===== src/rtl/fcmp_pkg.sv =====
package fcmp_pkg;

    localparam int unsigned FCMP_EXP_W = 8;
    localparam int unsigned FCMP_MAN_W = 23;

    typedef enum logic [3:0] {
        CC_NONE = 4'b0000,
        CC_EQ   = 4'b0110,
        CC_LT   = 4'b1000,
        CC_GT   = 4'b0010,
        CC_UN   = 4'b0011
    } cc_code_t;

    typedef struct packed {
        logic sign;
        logic is_nan;
        logic is_snan;
        logic is_zero;
    } op_class_t;

    typedef struct packed {
        cc_code_t code;
        logic     invalid;
    } cmp_result_t;

    function automatic logic code_is_legal(input logic [3:0] c);
        return (c == CC_EQ) || (c == CC_LT) || (c == CC_GT) || (c == CC_UN);
    endfunction

endpackage


===== src/rtl/fcmp_classify.sv =====
module fcmp_classify
    import fcmp_pkg::*;
#(
    parameter int unsigned EXP_W = FCMP_EXP_W,
    parameter int unsigned MAN_W = FCMP_MAN_W
) (
    input  logic [EXP_W+MAN_W:0] word,
    output op_class_t            cls
);
    localparam int unsigned WORD_W = EXP_W + MAN_W + 1;
    localparam int unsigned QBIT   = MAN_W - 1;

    logic [EXP_W-1:0] exp_f;
    logic [MAN_W-1:0] man_f;

    assign exp_f = word[WORD_W-2 -: EXP_W];
    assign man_f = word[MAN_W-1:0];

    always_comb begin
        cls.sign    = word[WORD_W-1];
        cls.is_nan  = (&exp_f) && (|man_f);
        cls.is_snan = cls.is_nan && !man_f[QBIT];
        cls.is_zero = ~|word[WORD_W-2:0];
    end

endmodule


===== src/rtl/fcmp_order.sv =====
module fcmp_order
    import fcmp_pkg::*;
#(
    parameter int unsigned WORD_W = FCMP_EXP_W + FCMP_MAN_W + 1
) (
    input  logic [WORD_W-1:0] d_word,
    input  logic [WORD_W-1:0] m_word,
    input  op_class_t         d_cls,
    input  op_class_t         m_cls,
    input  logic              sig_quiet,
    output cmp_result_t       res
);
    localparam int unsigned MAG_W = WORD_W - 1;

    logic mag_below;
    logic unordered;
    logic same_value;

    assign mag_below  = d_word[MAG_W-1:0] < m_word[MAG_W-1:0];
    assign unordered  = d_cls.is_nan || m_cls.is_nan;
    assign same_value = (d_word == m_word) || (d_cls.is_zero && m_cls.is_zero);

    always_comb begin
        res.invalid = 1'b0;
        if (unordered) begin
            res.code    = CC_UN;
            res.invalid = d_cls.is_snan || m_cls.is_snan || sig_quiet;
        end else if (same_value) begin
            res.code = CC_EQ;
        end else if (d_cls.sign != m_cls.sign) begin
            res.code = d_cls.sign ? CC_LT : CC_GT;
        end else if (mag_below ^ d_cls.sign) begin
            res.code = CC_LT;
        end else begin
            res.code = CC_GT;
        end
    end

endmodule


===== src/rtl/fcmp_nzcv_unit.sv =====
module fcmp_nzcv_unit
    import fcmp_pkg::*;
#(
    parameter int unsigned EXP_W = FCMP_EXP_W,
    parameter int unsigned MAN_W = FCMP_MAN_W
) (
    input  logic                    clk,
    input  logic                    rst,
    input  logic                    in_valid,
    input  logic [EXP_W+MAN_W:0]    in_d,
    input  logic [EXP_W+MAN_W:0]    in_m,
    input  logic                    sig_quiet,
    input  logic                    vs_zero,
    output logic                    out_valid,
    output logic [3:0]              out_nzcv,
    output logic                    out_invalid
);
    localparam int unsigned WORD_W = EXP_W + MAN_W + 1;
    localparam int unsigned N_OPS  = 2;

    logic [WORD_W-1:0] op_word [N_OPS];
    op_class_t         op_cls  [N_OPS];
    cmp_result_t       next_res;
    cmp_result_t       res_q;
    logic              valid_q;

    assign op_word[0] = in_d;
    assign op_word[1] = vs_zero ? '0 : in_m;

    for (genvar g = 0; g < N_OPS; g++) begin : g_cls
        fcmp_classify #(
            .EXP_W (EXP_W),
            .MAN_W (MAN_W)
        ) i_cls (
            .word (op_word[g]),
            .cls  (op_cls[g])
        );
    end

    fcmp_order #(
        .WORD_W (WORD_W)
    ) i_order (
        .d_word    (op_word[0]),
        .m_word    (op_word[1]),
        .d_cls     (op_cls[0]),
        .m_cls     (op_cls[1]),
        .sig_quiet (sig_quiet),
        .res       (next_res)
    );

    always_ff @(posedge clk) begin
        if (rst) begin
            valid_q <= 1'b0;
            res_q   <= '{code: CC_NONE, invalid: 1'b0};
        end else begin
            valid_q <= in_valid;
            if (in_valid) begin
                res_q <= next_res;
            end
        end
    end

    assign out_valid   = valid_q;
    assign out_nzcv    = res_q.code;
    assign out_invalid = res_q.invalid;

endmodule


===== config.mk =====
export PLATFORM = sky130hd
export DESIGN_NAME = fcmp_nzcv_unit
export DESIGN_NICKNAME = d
export VERILOG_FILES = /design/src/rtl/fcmp_pkg.sv /design/src/rtl/fcmp_classify.sv /design/src/rtl/fcmp_order.sv /design/src/rtl/fcmp_nzcv_unit.sv
export SDC_FILE = /design/constraint.sdc
export NUM_CORES = 1
export LEC_CHECK = 0
export ABC_AREA = 0
export BUFFER_PORTS_ARGS = -buffer_cell sky130_fd_sc_hd__buf_2
export CAP_MARGIN = 20
export CORE_MARGIN = 5
export CORE_UTILIZATION = 35
export DETAILED_ROUTE_END_ITERATION = 12
export PLACE_DENSITY = 0.64
export REMOVE_ABC_BUFFERS = 1
export SYNTH_ARGS = -nofsm -noshare
export SYNTH_HDL_FRONTEND = slang
export SYNTH_SLANG_ARGS = --single-unit

===== constraint.sdc =====
create_clock -name clk -period 4.2 [get_ports clk]
set_input_delay 0 -clock clk [delete_from_list [all_inputs] [get_ports clk]]
set_output_delay 0 -clock clk [all_outputs]
set_load 0.03 [all_outputs]

; ---- After elaboration in Yosys (flattened, before gate mapping)
; Cells that the tools add are included.
[word_totals]
reg_bits = 6
in_bits = 69
output_inout_bits = 6
wordCells = 33
[classes]
order_cmp = 1
n_eq_ne = 2
muxes = 7
bitwise = 1
n_reduce_logical = 19
[ops]
columns = op, count
row1 = OR reduction 31 bit, 2
row2 = OR reduction 23 bit, 2
row3 = == test 32 bit, 1
row4 = 2-to-1 mux 32 bit, 1
row5 = less-than comparator 31 bit, 1
row6 = 2-to-1 mux 4 bit, 5
row7 = AND reduction 8 bit, 2
row8 = logical AND 1 bit, 5
row9 = zero test 1 bit, 4
row10 = logical OR 1 bit, 4
row11 = 2-to-1 mux 1 bit, 1
row12 = inequality test 1 bit, 1
row13 = bitwise XOR 1 bit, 1

; ---- Depth between registers and ports, before layout
; Gate-level depths: netlist of the first run.
[logic_depth]
word_depth = 7
mapped_depth = 10
ltp_nobuf = 8

; ---- Cells and area by module
; From an unflattened synthesis of the first run, not the netlist that was laid out.
[hier_totals]
hier_cells = 211
hier_area_um2 = 1524.0
[modules_own_cells]
columns = mod, instances, cells_per_inst, area_each_um2, seq_area_each_um2
row1 = fcmp_order, 1, 126, 864.6, 0.0
row2 = fcmp_nzcv_unit, 1, 53, 429.2, 120.1
row3 = fcmp_classify, 2, 16, 115.1, 0.0

; ---- Worst setup path after synthesis of the first run
; OpenSTA, ideal clock, no wires.
[synth_timing]
kind = input to register
from = input vs_zero
to = register res_q, in the netlist out_nzcv[3]
setup_ns = 0.116
arrival_ns = 1.949
required_time_ns = 4.084
path_slack_ns = 2.135
stages = 9
n_path_buf = 1
path_cell_list = clkbuf_1 -> nand2b_1 -> ha_1 -> a21o_1 -> a221o_1 -> a221oi_2 -> o21ai_1 -> or3_4 -> a41o_1
[synth_between]
elab_chain_len = 7
elab_cells_between_ends = 17
classes_between = order compare: 1 / eq/ne: 2 / mux: 5 / bitwise: 1 / reduce/logical: 8
[synth_rtl]
columns = element, line
row1 = start: declaration, fcmp_nzcv_unit.sv:13  ; input logic vs_zero,
row2 = 2-to-1 mux 32 bit (*), fcmp_nzcv_unit.sv:28  ; assign op_word[1] = vs_zero ? '0 : in_m;
row3 = less-than comparator 31 bit / OR reduction 31 bit (equally long branches), "fcmp_order.sv:19, fcmp_classify.sv:23"
row4 = bitwise XOR 1 bit / zero test 1 bit (equally long branches), "fcmp_order.sv:32, fcmp_classify.sv:23"
row5 = 2-to-1 mux 4 bit / logical AND 1 bit (equally long branches), "fcmp_order.sv:32, fcmp_order.sv:21"
row6 = 2-to-1 mux 4 bit / logical OR 1 bit (equally long branches), "fcmp_order.sv:30, fcmp_order.sv:21"
row7 = 2-to-1 mux 4 bit, fcmp_order.sv:28  ; end else if (same_value) begin
row8 = 2-to-1 mux 4 bit (*), fcmp_order.sv:25  ; if (unordered) begin
row9 = end signal: assignment, fcmp_nzcv_unit.sv:54  ; res_q <= '{code: CC_NONE, invalid: 1'b0};
row10 = end signal: assignment, fcmp_nzcv_unit.sv:58  ; res_q <= next_res;
row11 = end: declaration, fcmp_nzcv_unit.sv:24  ; cmp_result_t res_q;
; Every way passes the cells marked *; elsewhere a longest branch is shown, timed or not.
; A chain may end at the register's enable or synchronous reset.

; ---- Worst setup path after layout of the first run
; Ends and elaborated chain as after synthesis.

==> out/results.ini, run 1 <==
[sta]
fin_skew_ns = 0
setup_viol = 0
worstMarginPinSlew_ns = 0.396
hold_viol = 0
tns_ns = 0
max_freq_ghz = 0.480
max_slew_margin = 0.736
slew_violations = 0
rsz0062_at_grt = no
timing.final.crit_period_ns = 2.08
finalCritPeriodShare = 0.496

[clocking]
cts_setup_buffers = 0
clk_pin_slew_ns = 0.04
clkLatencyLatePin_ns = 0.22
cts_tree = yes
numCtsBuffers = 3
cts_resized = 0
clock-sinks = 6
ctsLongestPathBuffers = 2
htree_levels = 1
clock-root-buffer = clkbuf_8
cts_hold_buf = 0

[finish]
diodes = 0
layout.nets = 346
area_growth_syn_to_layout_pct = 34.7
ff_latch_area_um2 = 120
finalInstanceArea_um2 = 1790
multi_input_area_um2 = 1190
drive_gt1_frac = 0.336
fillerInstances = 390

[placed_design]
dpl_cell_area_um2 = 1750
io_buffer_count = 74
place_congestion = 0.865
dp_hpwl_mm = 3.66

[job]
cap_violations = 0

[worst_hold_path]
hold_depth = 2
min_from = rst
hp-class = in -> reg
hold_end = out_nzcv[1]

[floorplan]
fp.coreArea_um2 = 3660
die_w_um = 71.6
die-area_um2 = 5130
initial_core_util = 0.363
io_pins = 75
num_rows = 22
die_h_um = 71.6

[power_and_ir_drop]
power.share.switching = 0.350
power_frac_seq = 0.211
clkPwrFrac = 0.298
p_switching_mw = 0.102
power_mw = 0.293
p_per_area_nw_per_um2 = 164
peakVddDrop_v = 0.0000945
comb_power_share = 0.491
intPower_mw = 0.191
p_leak_nw = 0.832

[yosys]
netlist.area_leader.share = 0.292
avgSynthCellArea_um2 = 7.82
synth-async-reset-ratio = 0
syn_inst = 170
yosys_warnings = 0
synth_area_leader_cell = ha_1
ys.flop_type = dfxtp_1
ys_ff_latch = 6
synth_common_cells = 32 x nand2b_1, 31 x ha_1, 14 x nor4_1, 10 x a21oi_1, 10 x nand2_1
synth.most_common_cell = nand2b_1
synth_edf_count = 0
yosysSeqAreaShare = 0.0904
synth_area_leaders = ha_1 29%, nand2b_1 15%, dfxtp_1 9.0%
netlist_area_um2 = 1330
synth.distinct_cells = 36

[global_routing]
grt_start_max_net_pins = 34
antenna_found_initial = 0
grt.busiest_layer = met2
overflow = 0
grt_pass1_wl_mm = 6.64
met3_usage = 0.0295
met1_usage = 0.197
grt.met2_usage = 0.282
grt_pass1_vias = 1551
grt_usage = 0.158

[worst_setup_path]
r2r.worst_path.cells = 2
rr_startpoint = out_nzcv[3]
timing.rr.end = out_nzcv[3]
critPathCaptureType = flop
path_cells = buf_2 > nand2b_1 > ha_1 > a21o_1 > a221o_1 > a221oi_2 > o21ai_1 > or3_4 > a41o_1
slowest_stage = or3_4
worst-path-max-fanout = 33
arrival_ns = 2.20
crit_required_ns = 4.31
critical_path_class = in -> reg
slowest_delay_ns = 0.35
start_kind = input pin
r2r_setup_slack_ns = 3.46

[routing]
wl_per_cell_um = 13.8
vias = 1533
wirelength_mm = 4.03
drc = 0
via_per_inst = 5.25
drtAntennaViolNets = 0
firstDrtPassIters = 4
drtIter0Drc = 49

[status]
status = finished, final reports clean

## final cells by class
type                            instances  share of cell area
Tap cell                               48              0.0336
Inverter                                3             0.00629
Multi-Input combinational cell        158               0.663
Clock buffer                            3              0.0231
Timing Repair Buffer                   74               0.207
Sequential cell                         6              0.0671
## worst max-delay path: cells and delay by family
family | cells | cell delay, ns
AOI/OAI and AO/OA | 5 | 1.11
adders and majority gates | 1 | 0.23
buffers and inverters | 1 | 0.34
and+or+nand+nor | 2 | 0.51
## registers in the layout, summed over array words and instances (netlist names)
register,count
out_nzcv,4
out_invalid,1
out_valid,1
## kinds of logic (layout without fill, tap and decap cells)
kind of cell	after synthesis	after routing	share of synthesized area
AO/OA/AOI/OAI	32	32	0.171
XOR/XNOR	1	1	0.00659
flip-flops	6	6	0.0904
adder cells (fa/ha/maj)	31	31	0.292
AND/OR/NAND/NOR	94	94	0.423
buffers and inverters	6	80	0.0169
## layer usage
layer	wire length [µm]	share of wire	vias to the layer above
li1	-	-	813
met1	1880	0.47	682
met2	1950	0.48	36
met3	177	0.044	2
met4	23	0.0057	0
met5	0	0	-
## layout by cell type, fill, tap and decap left out, types with 2 or more instances in the layout
cell type   n
a221oi_1    2
clkbuf_8    3
inv_1       3
o21ai_0     6
nand2b_1   32
nand3_1     5
buf_2      74
and4_1      3
ha_1       31
nor2_1      6
nor4_1     14
nor3_1      7
nand4_1     8
nor2b_1     2
nor3b_1     2
a21oi_1    10
dfxtp_1     6
o21bai_1    2
nand2_1    10
## worst max-delay path by stage
stage | to | cells past startpoint | startpoint | slack (ns)
global placement | out_nzcv[3] | 9 | vs_zero | 1.89
floorplan | out_nzcv[3] | 8 | vs_zero | 2.30
detailed placement | out_nzcv[3] | 9 | vs_zero | 1.87
global route | out_nzcv[3] | 9 | vs_zero | 1.93
finish | out_nzcv[3] | 9 | vs_zero | 2.12
CTS | out_nzcv[3] | 9 | vs_zero | 2.11
## power by group through the flow
stage / clock network (mW) / logic, mW / registers [mW]
floorplan: 0 / 0.0714 / 0.0687
global placement: 0 / 0.143 / 0.0626
detailed placement: 0 / 0.145 / 0.0626
CTS: 0.0887 / 0.145 / 0.0617
global route: 0.0932 / 0.165 / 0.0623
finish: 0.0873 / 0.144 / 0.0618
## stage by stage
step | worst slack, ns | instances | hold slack [ns] | util
6_report | 2.12 | 292 | 0.0331 | 0.489
5_1_grt | 1.93 | 292 | 0.0464 | 0.489
3_5_place_dp | 1.87 | 289 | 0.262 | 0.477
3_3_place_gp | 1.89 | 289 | 0.267 | 0.477
2_1_floorplan | 2.30 | 167 | 0.0679 | -
4_1_cts | 2.11 | 292 | 0.0284 | 0.489
Power figures use the tool's default switching activity.
==> inputs of run 2 (changes only) <==
--- a/config.mk
+++ b/config.mk
@@ -5,13 +5,13 @@
 export SDC_FILE = /design/constraint.sdc
 export NUM_CORES = 1
 export LEC_CHECK = 0
-export ABC_AREA = 0
+export ABC_AREA = 1
 export BUFFER_PORTS_ARGS = -buffer_cell sky130_fd_sc_hd__buf_2
 export CAP_MARGIN = 20
 export CORE_MARGIN = 5
 export CORE_UTILIZATION = 35
 export DETAILED_ROUTE_END_ITERATION = 12
-export PLACE_DENSITY = 0.64
+export PLACE_DENSITY = 0.62
 export REMOVE_ABC_BUFFERS = 1
 export SYNTH_ARGS = -nofsm -noshare
 export SYNTH_HDL_FRONTEND = slang
==> constraint.sdc (replaced) <==
create_clock -name clk -period 2.05 [get_ports clk]
set_input_delay 0 -clock clk [delete_from_list [all_inputs] [get_ports clk]]
set_output_delay 0 -clock clk [all_outputs]
set_load 0.03 [all_outputs]
==> run 2 against run 1 <==
Effect of this change: routed wire length grew 4.6%; core utilization shrank 2.4 points; area after synthesis is 15% higher; global-route usage is 1.3 points lower; worst hold slack improved by 0.026 ns; combinational power grew 140%; largest cell class unchanged; total power grew 120%; clock power up 98%; sequential power increased by 100%; register-to-register slack got worse by 2.1 ns; highest routed layer is now met3; design area grew 12%; clock skew unchanged.
==> out/results.ini, run 2 <==
[worst_setup_path]
start_kind = input pin  ; unchanged
critPathCaptureType = flop  ; unchanged
critical_path_class = in -> reg  ; unchanged
rr_startpoint = out_nzcv[2]  ; was out_nzcv[3]
arrival_ns = 1.90  ; was 2.20 ns
path_buf_inv = 3  ; was 1
slowest_stage = buf_4  ; was or3_4
crit_family = simple AND/OR/NAND/NOR gates  ; was compound AO/OA/AOI/OAI gates
r2r_setup_slack_ns = 1.38  ; was 3.46 ns
r2r.worst_path.cells = 2  ; unchanged
timing.rr.end = out_nzcv[2]  ; was out_nzcv[3]
crit_required_ns = 2.20  ; was 4.31 ns
path_cells = buf_2 > inv_2 > buf_4 > nand2_1 > ha_1 > nand2_1 > nor2_1 > nand3_1 > nor2_1 > nand2_1 > nand2_1 > nand2_1 > nand3_1 > nand3_2 > a21oi_2  ; was buf_2 > nand2b_1 > ha_1 > a21o_1 > a221o_1 > a221oi_2 > o21ai_1 > or3_4 > a41o_1
crit_top_cell = nand2_1
slowest_delay_ns = 0.30  ; was 0.35 ns
worst-path-max-fanout = 23  ; was 33

[yosys]
syn_inst = 268  ; was 170
synth_area_leader_cell = nand2_1  ; was ha_1
yosys_warnings = 0  ; unchanged
synth.most_common_cell = nand2_1  ; was nand2b_1
ys.flop_type = dfxtp_1  ; unchanged
synth-async-reset-ratio = 0  ; unchanged
synth_edf_count = 0  ; unchanged
avgSynthCellArea_um2 = 5.69  ; was 7.82 µm²
synth_area_leaders = nand2_1 26%, ha_1 25%, nor2_1 9.1%  ; was ha_1 29%, nand2b_1 15%, dfxtp_1 9.0%
netlist_area_um2 = 1530  ; was 1330 µm²
synth_common_cells = 104 x nand2_1, 37 x nor2_1, 31 x ha_1, 28 x inv_1, 12 x a21oi_1  ; was 32 x nand2b_1, 31 x ha_1, 14 x nor4_1, 10 x a21oi_1, 10 x nand2_1
netlist.area_leader.share = 0.256  ; was 0.292
yosysSeqAreaShare = 0.0788  ; was 0.0904
synth.distinct_cells = 25  ; was 36
ys_ff_latch = 6  ; unchanged

[routing]
drc = 0  ; unchanged
via_per_inst = 4.63  ; was 5.25
drtIter0Drc = 60  ; was 49
drtAntennaViolNets = 0  ; unchanged
wl_per_cell_um = 10.7  ; was 13.8 µm
wirelength_mm = 4.22  ; was 4.03 mm
firstDrtPassIters = 4  ; unchanged
vias = 1832  ; was 1533

[floorplan]
initial_core_util = 0.355  ; was 0.363
fp.coreArea_um2 = 4290  ; was 3660 µm²
die-area_um2 = 5780  ; was 5130 µm²
die_w_um = 76.0  ; was 71.6 µm
num_rows = 24  ; was 22
die_h_um = 76.0  ; was 71.6 µm
io_pins = 75  ; unchanged

[status]
status = finished, final reports clean  ; unchanged

[placed_design]
place_congestion = 0.825  ; was 0.865
place_ws_ns = 0.0923  ; was 1.87 ns
dp_hpwl_mm = 3.87  ; was 3.66 mm
io_buffer_count = 74  ; unchanged

[finish]
layout.nets = 446  ; was 346
drive_gt1_frac = 0.276  ; was 0.336
largest_register_ffs = 4  ; unchanged
final_core_util = 0.465  ; was 0.489
final_common_cell = nand2_1  ; was buf_2
layout_common_cells = 104 x nand2_1, 74 x buf_2, 37 x nor2_1  ; was 74 x buf_2, 32 x nand2b_1, 31 x ha_1
area_growth_syn_to_layout_pct = 30.9  ; was 34.7%
diodes = 0  ; unchanged

[clocking]
clock-sinks = 6  ; unchanged
cts_setup_buffers = 0  ; unchanged
numCtsBuffers = 3  ; unchanged
htree_levels = 1  ; unchanged
clock-root-buffer = clkbuf_8  ; unchanged
ctsLongestPathBuffers = 2  ; unchanged
cts_tree = yes  ; unchanged
clk_pin_slew_ns = 0.04  ; about the same
clkLatencyLatePin_ns = 0.22  ; about the same

[sta]
finalCritPeriodShare = 0.854
tns_ns = 0  ; unchanged
setup_slack_ns = 0.300  ; was 2.12 ns
hold_viol = 0  ; unchanged
setup_viol = 0  ; unchanged
fin_skew_ns = 0  ; unchanged
rsz0062_at_grt = no  ; unchanged
max_slew_margin = 0.798  ; was 0.736
slew_violations = 0  ; unchanged
timing.final.crit_period_ns = 1.75
worstMarginPinSlew_ns = 0.301  ; was 0.396 ns
max_freq_ghz = 0.571

[global_routing]
grt_start_max_net_pins = 24  ; was 34
grt_pass1_vias = 1870  ; was 1551
overflow = 0  ; unchanged
antenna_found_initial = 0  ; unchanged
grt_pass1_wl_mm = 7.53  ; was 6.64 mm
grt_usage = 0.145  ; was 0.158

[worst_hold_path]
hp-class = in -> reg  ; unchanged
min_from = sig_quiet  ; was rst
hold_end = out_invalid  ; was out_nzcv[1]
hold_depth = 3  ; was 2

[power_and_ir_drop]
p_per_area_nw_per_um2 = 323  ; was 164 nW/µm²
peakVddDrop_v = 0.000210  ; was 0.0000945 V
p_leak_nw = 1.15  ; was 0.832 nW

[job]
cap_violations = 0  ; unchanged

## run 2: per-layer routing
metal | track usage | wire (µm) | vias to the layer above
met2 | 0.259 | 1990 | 47
li1 | - | - | 1017
met4 | 0.0160 | 0 | 0
met3 | 0.0177 | 212 | 0
met1 | 0.190 | 2010 | 768
met5 | 0 | 0 | -
## run 2: cell type report
type,count,area [µm²]
inverters,29,109
well taps,52,65.1
clock buffers,3,41.3
repair buffers,77,395
multi-input cells,229,1270
flip-flops and latches,6,120
fillers,488,2300
## run 2: power breakdown
group | switching [mW] | leakage, nW | internal [mW]
Clock | 0.0467 | 0.0216 | 0.126
Combinational | 0.197 | 1.08 | 0.149
Sequential | 0.00280 | 0.0494 | 0.124
Total | 0.246 | 1.15 | 0.398
## run 2: cell families after synthesis
logic type      count (synthesis)  share of synthesized area
compound gates                 33                      0.130
fa+ha+maj                      31                      0.254
buf+inv                        33                     0.0910
flops                           6                     0.0788
simple gates                  165                      0.445
## run 2: worst register-to-register path, delay by kind of cell (launching register included)
| family | cells | cell delay [ns] |
|---|---|---|
| DFF | 1 | 0.31 |
| AOI/OAI and AO/OA | 1 | 0.19 |
| and+or+nand+nor | 1 | 0.05 |
## run 2: how the worst max path moves through the flow
stage / startpoint / to / slack, ns / depth (start not counted)
floorplan: vs_zero / out_nzcv[3] / 0.31 / 14
global placement: vs_zero / out_nzcv[3] / 0.15 / 16
detailed placement: vs_zero / out_nzcv[3] / 0.09 / 16
CTS: vs_zero / out_nzcv[3] / 0.30 / 15
global route: vs_zero / out_nzcv[3] / 0.05 / 13
finish: vs_zero / out_nzcv[3] / 0.30 / 15
## run 2: stage by stage
step / total power, mW / hold slack [ns] / std cells / area, µm²
2_1_floorplan: 0.332 / 0.0624 / 264 / 1500
3_3_place_gp: 0.473 / 0.207 / 392 / 1950
3_5_place_dp: 0.474 / 0.217 / 392 / 1950
4_1_cts: 0.653 / 0.0592 / 396 / 2000
5_1_grt: 0.720 / 0.105 / 396 / 2000
6_report: 0.644 / 0.0592 / 396 / 2000
## run 2: timing repair
action / 4_1_cts / 5_1_grt
hold endpoints to repair: 1 / 0
hold buffers: 1 / 0
resized for setup: 0 / 0
==> inputs of run 3 (changes only) <==
--- a/config.mk
+++ b/config.mk
@@ -7,8 +7,8 @@
 export LEC_CHECK = 0
 export ABC_AREA = 1
 export BUFFER_PORTS_ARGS = -buffer_cell sky130_fd_sc_hd__buf_2
-export CAP_MARGIN = 20
-export CORE_MARGIN = 5
+export CAP_MARGIN = 10
+export CORE_MARGIN = 1
 export CORE_UTILIZATION = 35
 export DETAILED_ROUTE_END_ITERATION = 12
 export PLACE_DENSITY = 0.62
==> run 3 against run 2 <==
Effect of this change: global-route usage rose by 3.2 points; non-clock buffer count fell by 1; sequential power barely moved; clock skew did not move; highest routed layer is now met4; combinational power barely moved; sequential share of layout area barely moved; first-iteration DRC count rose by 8.3%; total power fell by 0.25%.
==> out/results.ini, run 3 (same netlist as run 2, synthesis figures left out) <==
[power_and_ir_drop]
p_leak_nw = 1.15  ; about the same
peakVddDrop_v = 0.000158  ; was 0.000210 V
p_per_area_nw_per_um2 = 322  ; was 323 nW/µm²
power_mw = 0.643  ; was 0.644 mW

[clocking]
cts_hold_buf = 1  ; unchanged
cts_tree = yes  ; unchanged
clkLatencyLatePin_ns = 0.22  ; about the same
cts_setup_buffers = 0  ; unchanged
numCtsBuffers = 3  ; unchanged
ctsLongestPathBuffers = 2  ; unchanged
cts_resized = 0  ; unchanged
clock-root-buffer = clkbuf_8  ; unchanged
htree_levels = 1  ; unchanged
clk_pin_slew_ns = 0.04  ; about the same
clock-sinks = 6  ; unchanged

[worst_setup_path]
worst-path-max-fanout = 42  ; was 23
r2r_setup_slack_ns = 1.39  ; was 1.38 ns
slowest_stage = ha_1  ; was buf_4
critical_path_class = in -> reg  ; unchanged
crit_top_cell = nand2_1  ; unchanged
path_cells = buf_2 > inv_2 > buf_12 > nand2_1 > ha_1 > nand2_1 > nor2_1 > nand3_1 > nor2_1 > nand2_1 > nand2_1 > nand2_1 > nand2_1 > nand2_1 > nand3_2 > a21oi_2  ; was buf_2 > inv_2 > buf_4 > nand2_1 > ha_1 > nand2_1 > nor2_1 > nand3_1 > nor2_1 > nand2_1 > nand2_1 > nand2_1 > nand3_1 > nand3_2 > a21oi_2
r2r.worst_path.cells = 2  ; unchanged
crit_required_ns = 2.16  ; was 2.20 ns
critPathCaptureType = flop  ; unchanged
rr_startpoint = out_nzcv[2]  ; unchanged
start_kind = input pin  ; unchanged
startpoint = vs_zero  ; unchanged
arrival_ns = 1.73  ; was 1.90 ns
timing.rr.end = out_nzcv[2]  ; unchanged
slowest_delay_ns = 0.30  ; about the same

[global_routing]
overflow = 0  ; unchanged
grt_pass1_wl_mm = 6.40  ; was 7.53 mm
grt_usage = 0.177  ; was 0.145
grt_start_max_net_pins = 43  ; was 24
grt_pass1_vias = 1556  ; was 1870
antenna_found_initial = 0  ; unchanged

[sta]
fin_skew_ns = 0  ; unchanged
slew_violations = 0  ; unchanged
setup_slack_ns = 0.430  ; was 0.300 ns
setup_viol = 0  ; unchanged
finalCritPeriodShare = 0.790  ; was 0.854
hold_viol = 0  ; unchanged
max_freq_ghz = 0.617  ; was 0.571 GHz
tns_ns = 0  ; unchanged
timing.final.crit_period_ns = 1.62  ; was 1.75 ns
whs_ns = 0.0616  ; was 0.0592 ns
worstMarginPinSlew_ns = 0.283  ; was 0.301 ns
rsz0062_at_grt = no  ; unchanged
max_slew_margin = 0.810  ; was 0.798

[floorplan]
die_w_um = 68.0  ; was 76.0 µm
die_h_um = 68.0  ; was 76.0 µm
io_pins = 75  ; unchanged
initial_core_util = 0.373  ; was 0.355
fp.coreArea_um2 = 4090  ; was 4290 µm²
die-area_um2 = 4630  ; was 5780 µm²
num_rows = 23  ; was 24

[finish]
final_core_util = 0.489  ; was 0.465
diodes = 0  ; unchanged
final_common_cell = nand2_1  ; unchanged
final_cells = 393  ; was 396
area_growth_syn_to_layout_pct = 31.1  ; was 30.9%
largest_register_ffs = 4  ; unchanged
layout_common_cells = 104 x nand2_1, 74 x buf_2, 37 x nor2_1  ; unchanged
finalInstanceArea_um2 = 2000  ; about the same
layout.nets = 445  ; was 446
drive_gt1_frac = 0.274  ; was 0.276

[routing]
via_per_inst = 4.61  ; was 4.63
wl_per_cell_um = 9.97  ; was 10.7 µm
drtIter0Drc = 65  ; was 60
wirelength_mm = 3.92  ; was 4.22 mm
firstDrtPassIters = 4  ; unchanged
drtAntennaViolNets = 0  ; unchanged
drc = 0  ; unchanged
vias = 1811  ; was 1832

[job]
cap_violations = 0  ; unchanged

[placed_design]
dp_hpwl_mm = 3.50  ; was 3.87 mm
place_congestion = 0.785  ; was 0.825
place_ws_ns = 0.213  ; was 0.0923 ns
dp_cells = 389  ; was 392
dpl_cell_area_um2 = 1950  ; about the same
io_buffer_count = 74  ; unchanged

[status]
status = finished, final reports clean  ; unchanged

[worst_hold_path]
hold_end = out_invalid  ; unchanged
min_from = sig_quiet  ; unchanged
hp-class = in -> reg  ; unchanged
hold_depth = 3  ; unchanged

==> run 3: changes by cell type in the layout (fill, tap and decap cells not counted), sizes merged <==
cell,previous run,this run
buf,76,75
==> run 3: critical path: cells and delay by family <==
| family | cells | cell delay [ns] |
|---|---|---|
| simple gates | 11 | 1.01 |
| fa+ha+maj | 1 | 0.30 |
| buf+inv | 3 | 0.36 |
| compound gates | 1 | 0.04 |
==> run 3: metal layers <==
metal / global-route usage / wire length [µm] / share of wire / vias up
li1: - / - / - / 1015
met1: 0.255 / 2050 / 0.52 / 738
met2: 0.282 / 1640 / 0.42 / 56
met3: 0.0217 / 211 / 0.054 / 2
met4: 0.0286 / 19 / 0.0048 / 0
met5: 0 / 0 / 0 / -
==> run 3: how the worst max path moves through the flow <==
stage,cells after the start,slack [ns],to
6_report,16,0.43,out_nzcv[3]
5_1_grt,15,0.13,out_nzcv[1]
4_1_cts,16,0.43,out_nzcv[3]
3_5_place_dp,16,0.21,out_nzcv[3]
3_3_place_gp,16,0.23,out_nzcv[3]
2_1_floorplan,14,0.31,out_nzcv[3]
==> run 3: cell type report <==
type | count | area [µm²]
Tap cell | 50 | 62.6
Inverter | 29 | 109
Fill cell | 463 | 2090
Multi-Input combinational cell | 229 | 1270
Clock buffer | 3 | 41.3
Timing Repair Buffer | 76 | 400
Sequential cell | 6 | 120
==> run 3: report_power, final <==
group / internal [mW] / leakage (nW) / switching (mW)
registers: 0.124 / 0.0494 / 0.00279
clock network: 0.126 / 0.0216 / 0.0441
logic: 0.150 / 1.08 / 0.197
